### config.mk
export PLATFORM = sky130hd
export DESIGN_NAME = tmr_ctl_status
export DESIGN_NICKNAME = d
export VERILOG_FILES = /design/src/rtl/tmr_ctl_pkg.sv /design/src/rtl/tmr_ctl_decode.sv /design/src/rtl/tmr_ctl_regs.sv /design/src/rtl/tmr_ctl_status.sv
export SDC_FILE = /design/constraint.sdc
export NUM_CORES = 1
export LEC_CHECK = 0
export BUFFER_PORTS_ARGS = -buffer_cell sky130_fd_sc_hd__clkbuf_2
export CAP_MARGIN = 40
export CORE_AREA = 5 5 42 44
export CTS_CLUSTER_SIZE = 8
export DETAILED_ROUTE_END_ITERATION = 10
export DIE_AREA = 0 0 47 49
export PLACE_DENSITY = 0.63
export RECOVER_POWER = 50
export SLEW_MARGIN = 40
export SYNTH_ARGS = -nofsm -noshare
export SYNTH_HDL_FRONTEND = slang
export SYNTH_SLANG_ARGS = --single-unit
export TNS_END_PERCENT = 1
### constraint.sdc
create_clock -name clk -period 0.8 [get_ports clk]
set_input_delay 0 -clock clk [delete_from_list [all_inputs] [get_ports clk]]
set_output_delay 0 -clock clk [all_outputs]
set_load 0.005 [all_outputs]
### src/rtl/tmr_ctl_pkg.sv
package tmr_ctl_pkg;

  // Read/write layout of the channel control register
  localparam int OEN_POS   = 0;
  localparam int INIT_POS  = 1;
  localparam int FLAG_POS  = 2;
  localparam int START_POS = 3;
  localparam int FUNC_W    = 3;

  typedef enum logic [FUNC_W-1:0] {
    FN_IVL_ONE  = 3'd0,
    FN_IVL_CONT = 3'd1,
    FN_PWM_FIX  = 3'd2,
    FN_PWM_VAR  = 3'd3,
    FN_PWC      = 3'd4,
    FN_CAPT     = 3'd5,
    FN_RSV6     = 3'd6,
    FN_RSV7     = 3'd7
  } func_e;

  // Strobes from the control decode to the register datapath
  typedef struct packed {
    logic setFlag;
    logic clrFlag;
    logic forceZero;
    logic wrInit;
    logic wrOutEn;
    logic startRise;
    logic useWave;
    logic usePeer;
  } ctl_strb_t;

endpackage

### src/rtl/tmr_ctl_decode.sv
module tmr_ctl_decode
  import tmr_ctl_pkg::*;
#(
  parameter int IS_UPPER = 0
) (
  input  logic              clk,
  input  logic              rstN,
  input  logic              wrEn,
  input  logic              wrFlagBit,
  input  logic              startBit,
  input  logic [FUNC_W-1:0] funcSel,
  input  logic              wide16,
  input  logic              matchEvt,
  input  logic              ovfEvt,
  input  logic              waveVld,
  output ctl_strb_t         strb
);

  localparam logic UPPER = (IS_UPPER != 0);

  logic  startQ;
  logic  sharedHi;
  logic  modeSet;
  func_e fn;

  assign fn       = func_e'(funcSel);
  assign sharedHi = UPPER & wide16;

  always_ff @(posedge clk) begin
    if (!rstN) startQ <= 1'b0;
    else       startQ <= startBit;
  end

  always_comb begin
    unique case (fn)
      FN_IVL_ONE, FN_IVL_CONT: modeSet = matchEvt;
      FN_PWC, FN_CAPT:         modeSet = ovfEvt;
      default:                 modeSet = 1'b0;
    endcase
  end

  always_comb begin
    strb           = '0;
    strb.setFlag   = modeSet;
    strb.clrFlag   = wrEn & ~wrFlagBit;
    strb.forceZero = (fn == FN_PWM_VAR) | sharedHi;
    strb.wrInit    = wrEn & (~startBit | sharedHi);
    strb.wrOutEn   = wrEn;
    strb.startRise = startBit & ~startQ;
    strb.useWave   = startBit & waveVld;
    strb.usePeer   = sharedHi;
  end

  // a start edge is a single-cycle strobe
  p_rise_once_r7: assert property (@(posedge clk) disable iff (!rstN)
    strb.startRise |=> !strb.startRise);

endmodule

### src/rtl/tmr_ctl_regs.sv
module tmr_ctl_regs
  import tmr_ctl_pkg::*;
#(
  parameter int BUS_W = 8
) (
  input  logic             clk,
  input  logic             rstN,
  input  ctl_strb_t        strb,
  input  logic             wrInitBit,
  input  logic             wrOenBit,
  input  logic             rdEn,
  input  logic             rmwRd,
  input  logic             startBit,
  input  logic             peerInitVal,
  input  logic             waveIn,
  input  logic             gpioVal,
  output logic [BUS_W-1:0] rdData,
  output logic             flagOut,
  output logic             pinOut
);

  logic             flagQ;
  logic             initQ;
  logic             oenQ;
  logic             levelQ;
  logic [BUS_W-1:0] rdVal;

  always_ff @(posedge clk) begin
    if (!rstN)               flagQ <= 1'b0;
    else if (strb.forceZero) flagQ <= 1'b0;
    else if (strb.setFlag)   flagQ <= 1'b1;
    else if (strb.clrFlag)   flagQ <= 1'b0;
  end

  always_ff @(posedge clk) begin
    if (!rstN) begin
      initQ <= 1'b0;
      oenQ  <= 1'b0;
    end else begin
      if (strb.wrInit)  initQ <= wrInitBit;
      if (strb.wrOutEn) oenQ  <= wrOenBit;
    end
  end

  always_ff @(posedge clk) begin
    if (!rstN)               levelQ <= 1'b0;
    else if (strb.startRise) levelQ <= strb.usePeer ? peerInitVal : initQ;
    else if (strb.useWave)   levelQ <= waveIn;
  end

  always_comb begin
    rdVal            = '0;
    rdVal[OEN_POS]   = oenQ;
    rdVal[INIT_POS]  = initQ;
    rdVal[FLAG_POS]  = flagQ | rmwRd;
    rdVal[START_POS] = startBit;
    rdData           = rdEn ? rdVal : '0;
  end

  assign flagOut = flagQ;
  assign pinOut  = oenQ ? levelQ : gpioVal;

  p_forced_zero_r5: assert property (@(posedge clk) disable iff (!rstN)
    strb.forceZero |=> !flagQ);

  p_set_wins_r4: assert property (@(posedge clk) disable iff (!rstN)
    (strb.setFlag && !strb.forceZero) |=> flagQ);

  p_clear_r3: assert property (@(posedge clk) disable iff (!rstN)
    (strb.clrFlag && !strb.setFlag && !strb.forceZero) |=> !flagQ);

  p_flag_hold_r2: assert property (@(posedge clk) disable iff (!rstN)
    (!strb.clrFlag && !strb.setFlag && !strb.forceZero) |=> $stable(flagQ));

  p_init_lock_r8: assert property (@(posedge clk) disable iff (!rstN)
    (startBit && !strb.usePeer) |=> $stable(initQ));

  p_start_load_r7: assert property (@(posedge clk) disable iff (!rstN)
    (strb.startRise && !strb.usePeer) |=> (levelQ == $past(initQ)));

  p_peer_load_r9: assert property (@(posedge clk) disable iff (!rstN)
    (strb.startRise && strb.usePeer) |=> (levelQ == $past(peerInitVal)));

  p_wave_follow_r10: assert property (@(posedge clk) disable iff (!rstN)
    (strb.useWave && !strb.startRise) |=> (levelQ == $past(waveIn)));

endmodule

### src/rtl/tmr_ctl_status.sv
module tmr_ctl_status
  import tmr_ctl_pkg::*;
#(
  parameter int BUS_W    = 8,
  parameter int IS_UPPER = 0
) (
  input  logic              clk,
  input  logic              rstN,
  input  logic              wrEn,
  input  logic [BUS_W-1:0]  wrData,
  input  logic              rdEn,
  input  logic              rmwRd,
  output logic [BUS_W-1:0]  rdData,
  input  logic              startBit,
  input  logic [FUNC_W-1:0] funcSel,
  input  logic              wide16,
  input  logic              peerInitVal,
  input  logic              matchEvt,
  input  logic              ovfEvt,
  input  logic              waveIn,
  input  logic              waveVld,
  input  logic              gpioVal,
  output logic              flagOut,
  output logic              pinOut
);

  ctl_strb_t strb;
  logic      unusedWrBits;

  assign unusedWrBits = ^wrData;

  tmr_ctl_decode #(
    .IS_UPPER (IS_UPPER)
  ) u_decode (
    .clk       (clk),
    .rstN      (rstN),
    .wrEn      (wrEn),
    .wrFlagBit (wrData[FLAG_POS]),
    .startBit  (startBit),
    .funcSel   (funcSel),
    .wide16    (wide16),
    .matchEvt  (matchEvt),
    .ovfEvt    (ovfEvt),
    .waveVld   (waveVld),
    .strb      (strb)
  );

  tmr_ctl_regs #(
    .BUS_W (BUS_W)
  ) u_regs (
    .clk         (clk),
    .rstN        (rstN),
    .strb        (strb),
    .wrInitBit   (wrData[INIT_POS]),
    .wrOenBit    (wrData[OEN_POS]),
    .rdEn        (rdEn),
    .rmwRd       (rmwRd),
    .startBit    (startBit),
    .peerInitVal (peerInitVal),
    .waveIn      (waveIn),
    .gpioVal     (gpioVal),
    .rdData      (rdData),
    .flagOut     (flagOut),
    .pinOut      (pinOut)
  );

endmodule

# Word-level counts from Yosys, hierarchy flattened
# Index checks and enable logic that the tools add are counted.
[classes]
addsub = 0
multipliers = 0
n_div = 0
n_lt_le_gt_ge = 0
n_eq_ne = 4
shifts = 0
mux = 7
bitwise_logic = 9
n_reduce_logical = 6
[op_table]
columns = ["cell", "n"]
rows = [
  ["3-bit equality test (second input constant)", 2],
  ["2-bit OR reduction", 3],
  ["1-bit 2-to-1 mux", 5],
  ["1-bit AND", 4],
  ["4-bit 2-to-1 mux", 1],
  ["1-bit inverter", 4],
  ["2-bit nonzero test", 2],
  ["3-bit by 1-bit equality test with 1-bit output (second input constant)", 1],
  ["3-bit by 2-bit equality test with 1-bit output (second input constant)", 1],
  ["3-bit logical NOT", 1],
  ["1-bit one-hot mux with 2 select lines", 1],
  ["1-bit bitwise OR", 1],
]
[totals]
register_bits = 5
latchBits = 0
ramBits = 0
rom_bits = 0
inputBits = 24
output_inout_bits = 10
memories = 0

# Longest topological paths before layout
[logic_depth]
ltp_word = 4
ltp_mapped = 3
ltp_nobuf = 3

# By module
# From an unflattened synthesis, not the netlist that was laid out.
[hier_totals]
cells_unflattened = 39
area_unflattened_um2 = 345.3
[modules_own_cells]
columns = ["mod", "n_inst", "cells_each", "area_each_um2", "seq_area_each_um2"]
rows = [
  ["tmr_ctl_regs", 1, 26, 244.0, 80.1],
  ["tmr_ctl_decode", 1, 13, 101.3, 20.0],
]

# Worst setup path after synthesis
# No wires, ideal clock.
[synth_path]
kind = "reg2reg"
from = "register u_decode.startQ"
to = "register u_regs.levelQ"
t_arrival_ns = 0.601
path_slack_ns = 0.113
stages_incl_launch_ff = 4
period_less_slack_ns = 0.687
cell_sequence = "dfxtp_1 -> nand2_1 -> o22ai_1 -> a211oi_1"
[synth_between]
elab_chain_len = 3
[synth_rtl]
columns = ["item", "line", "text"]
rows = [
  ["start, declared", "tmr_ctl_decode.sv:21", "logic startQ;"],
  ["start signal, assigned", "tmr_ctl_decode.sv:31", "else startQ <= startBit;"],
  ["1-bit inverter (*)", "tmr_ctl_decode.sv:49", "strb.startRise = startBit & ~startQ;"],
  ["1-bit AND (*)", "tmr_ctl_decode.sv:49", ""],
  ["1-bit 2-to-1 mux / 2-bit nonzero test (equally long branches)", "--", ""],
  ["end signal, assigned", "tmr_ctl_regs.sv:47", "else if (strb.startRise) levelQ <= strb.usePeer ? peerInitVal : initQ;"],
  ["end signal, assigned", "tmr_ctl_regs.sv:48", "else if (strb.useWave) levelQ <= waveIn;"],
  ["end, declared", "tmr_ctl_regs.sv:25", "logic levelQ;"],
]
# Mark *: on every way between the ends. The rest lies on a longest branch, timed or not.
# A chain may end at the register's enable or synchronous reset.

# Final worst setup path
[layout_path]
from = "register u_regs.oenQ"
to = "output pinOut"
[layout_between]
elab_chain_len = 1
[layout_rtl]
columns = ["item", "line", "text"]
rows = [
  ["start, declared", "tmr_ctl_regs.sv:24", "logic oenQ;"],
  ["start signal, assigned", "tmr_ctl_regs.sv:41", "if (strb.wrOutEn) oenQ <= wrOenBit;"],
  ["1-bit 2-to-1 mux", "tmr_ctl_regs.sv:61", "assign pinOut = oenQ ? levelQ : gpioVal;"],
  ["end, declared", "tmr_ctl_status.sv:24", "output logic pinOut"],
]
# No other way between the ends.

==> results.md <==
- Status: complete, but fails checks
- Failing checks: negative setup slack
- WP data arrival: 0.96 ns
- Slowest cell on crit path: dfxtp_2
- Routed Antenna Nets: 0
- Leak: 0.235 nW
- Pins Over Slew Limit: 0
- Period utilization: 120%
- Clk buf depth: 2
- Switching pwr: between 0.15 and 0.2 mW
- Clk_lat worst skew: 0.24 ns
- Delay-heaviest family, CP: flip-flops
- Count of TritonRoute iterations in the first routing pass: 2
- CTS tree: built
- Iter 0 DRT Violations: 4
- H-tree Lvls: 1
- Synth warn: 0
- Post-DR vias/cell: 4.04
- Post-synth EDFFs: 0
- Avg WL per Cell: 9.61 um
- Crit path cell chain: mux2_4 > clkbuf_2
- GRT Residual Overflow: 0
- Post-synth ARST share: 0%
- Startpoint Class: flip-flop
- Max cap viols: 0
- Clock network power share: about two fifths
- Worst-path maximum fanout: 2
- CP Class: reg2out
- Placer Congestion: 0.675
- Synth-to-Final Area Change: 60.8%
- Root Driver: clkbuf_4
- Int Pwr: 0.539 mW
- Sw Share: between 20% and 30%
- Global-route wire length before repair: roughly 1000 um
- Starting density of the core: about a fifth
- DRT Wirelength: 730 um
- Hold WC Path Type: in2reg
- Endpoint type of the worst setup path: primary output
- Clock Sinks: 5
- Primary FF master, synth: dfxtp_1
- Largest stage delay on the critical path: 0.33 ns
- Final Hold Vio Count: 0
- Via count: 307
- Final setup viols: 3
- # diodes: 0
- Total track usage: 6.35%
- Mean Syn Cell Area: 8.61 sq um
- Die Height: 49 um
- Vias in the first global route: 279
- CP required: 0.80 ns
- Flops & latches, synth: 5
- Tmin final: 0.959 ns
- Flop pwr share: 39.7%
- Num CTS Buffers: 3
- DR DRC count: 0
- WHS: ~0.0074 ns
- Largest net degree at the start of global routing: 6
- Post-Syn Instances: 33
- Die width: 47 um
- Nets: 85
- Maximum VDD drop: 0.631 mV
- I/O pins: 34
- Number of distinct library cells after synthesis: 17
- Seq/Total Area, Yosys: 35.2%
- RSZ-0062 raised after global routing: true
- Clk_skew: 0.00203 ns
- Combinational Power Share: 19.8%
- Post-route cell area: 457 sq um
- Setup ws final: -0.159 ns
- Port bufs: 22
- Die area: between 2000 and 2500 sq um
- CTS clk-pin slew, worst paths: roughly 0.04 ns
- Post-Syn Area: 284 sq um
- Area of placed instances: about 400 sq um
- Core Footprint: 1400 sq um
- Initial antenna violation count: 0
- Num rows: 14
- Layout cells sized above 1: 55.0%
- Achievable Freq: 1.04 GHz
- Buf/Inv on CP: 1
- Power per standard cell area: 1530 nW/um^2
- Setup TNS: -0.272 ns
repair_timing:
action / 4_1_cts / 5_1_grt
hold buffers: 1 / 0
hold endpoints to repair: 1 / 0
setup endpoints to repair: 4 / 5
pin swaps: 1 / 1
resized for setup: 4 / 4
buffers inserted: 1 / 0
final cells by class:
type	count	area, sq um
well taps	16	20.0
fillers	162	945
repair buffers	24	125
multi-input cells	26	176
flip-flops and latches	5	105
inverters	1	3.75
clock buffers	4	26.3
synth_stat cells, drive strengths merged, types with 2 or more instances:
cell type  count  share of area, %
nor2           3               4.0
nand2b         2               4.4
nand2          2               2.6
buf            4                11
and2           4               8.8
mux2i          3                11
dfxtp          5                35
metal layers:
layer	track usage, %	up-vias	wire length (um)
li1	-	157	-
met1	6.86	133	286
met2	8.82	17	348
met3	4.06	0	94
met4	4.15	0	0
met5	0	-	0
power groups by stage:
| stage | Combinational (mW) | Sequential (mW) | Clock (mW) |
|---|---|---|---|
| 6_report | 0.139 | 0.278 | 0.284 |
| 5_1_grt | 0.157 | 0.280 | 0.316 |
| 4_1_cts | 0.135 | 0.277 | 0.303 |
| 3_5_place_dp | 0.124 | 0.280 | 0 |
| 3_3_place_gp | 0.121 | 0.280 | 0 |
| 2_1_floorplan | 0.0700 | 0.278 | 0 |
flip-flops by register name (all words and copies together) (netlist names):
signal           cells
u_regs.flagOut       1
u_decode.startQ      1
u_regs.initQ         1
u_regs.levelQ        1
u_regs.oenQ          1
metrics by stage:
step	worst slack (ns)	utilization (%)	total power, mW	std cells
2_1_floorplan	0.113	-	0.348	36
3_3_place_gp	0.0364	28.2	0.401	70
3_5_place_dp	0.0355	28.2	0.404	70
4_1_cts	-0.173	31.9	0.715	76
5_1_grt	-0.198	32.6	0.753	76
6_report	-0.159	32.6	0.701	76
tightest hold or removal path: cells and delay by family:
family | cells | cell delay [ns]
buffers and inverters | 1 | 0.08
and+or+nand+nor | 1 | 0.07
muxes | 1 | 0.06
path summary, 6_finish.rpt:
kind	from	to	slack (ns)	depth (start not counted)
setup / recovery	u_regs.oenQ$_SDFFE_PN0P_	pinOut	-0.16	2
hold / removal	wrData[0]	u_regs.oenQ$_SDFFE_PN0P_	0.007	3
setup reg to reg	u_regs.oenQ$_SDFFE_PN0P_	u_regs.oenQ$_SDFFE_PN0P_	0.08	3
hold reg to reg	u_regs.initQ$_SDFFE_PN0P_	u_regs.initQ$_SDFFE_PN0P_	0.50	2
cells in the final DEF, fill, tap and decap left out:
cell type,synthesis,layout
dlygate4sd3_1,0,1
nor2_1,3,3
conb_1,1,4
o21a_1,1,1
inv_1,1,1
dfxtp_1,5,1
mux2_4,0,1
clkbuf_4,0,3
nand2_1,2,2
a211oi_2,0,1
a2bb2oi_1,1,1
o22ai_1,1,1
nand2b_1,2,2
nor2b_2,1,1
and2_1,4,3
dfxtp_2,0,4
clkbuf_1,0,3
mux2i_1,3,3
o21ai_0,1,1
a21oi_2,0,1
buf_4,4,1
clkbuf_2,0,20
and2_4,0,1
kinds of logic (layout without fill, tap and decap cells):
family,count (synthesis),count (layout),share of synthesized area [%]
AO/OA/AOI/OAI,6,6,14.1
flip-flops,5,5,35.2
buffers and inverters,5,29,11.9
other,1,4,1.32
multiplexers,4,4,14.5
AND/OR/NAND/NOR,12,12,22.9
Power figures use the tool's default switching activity.
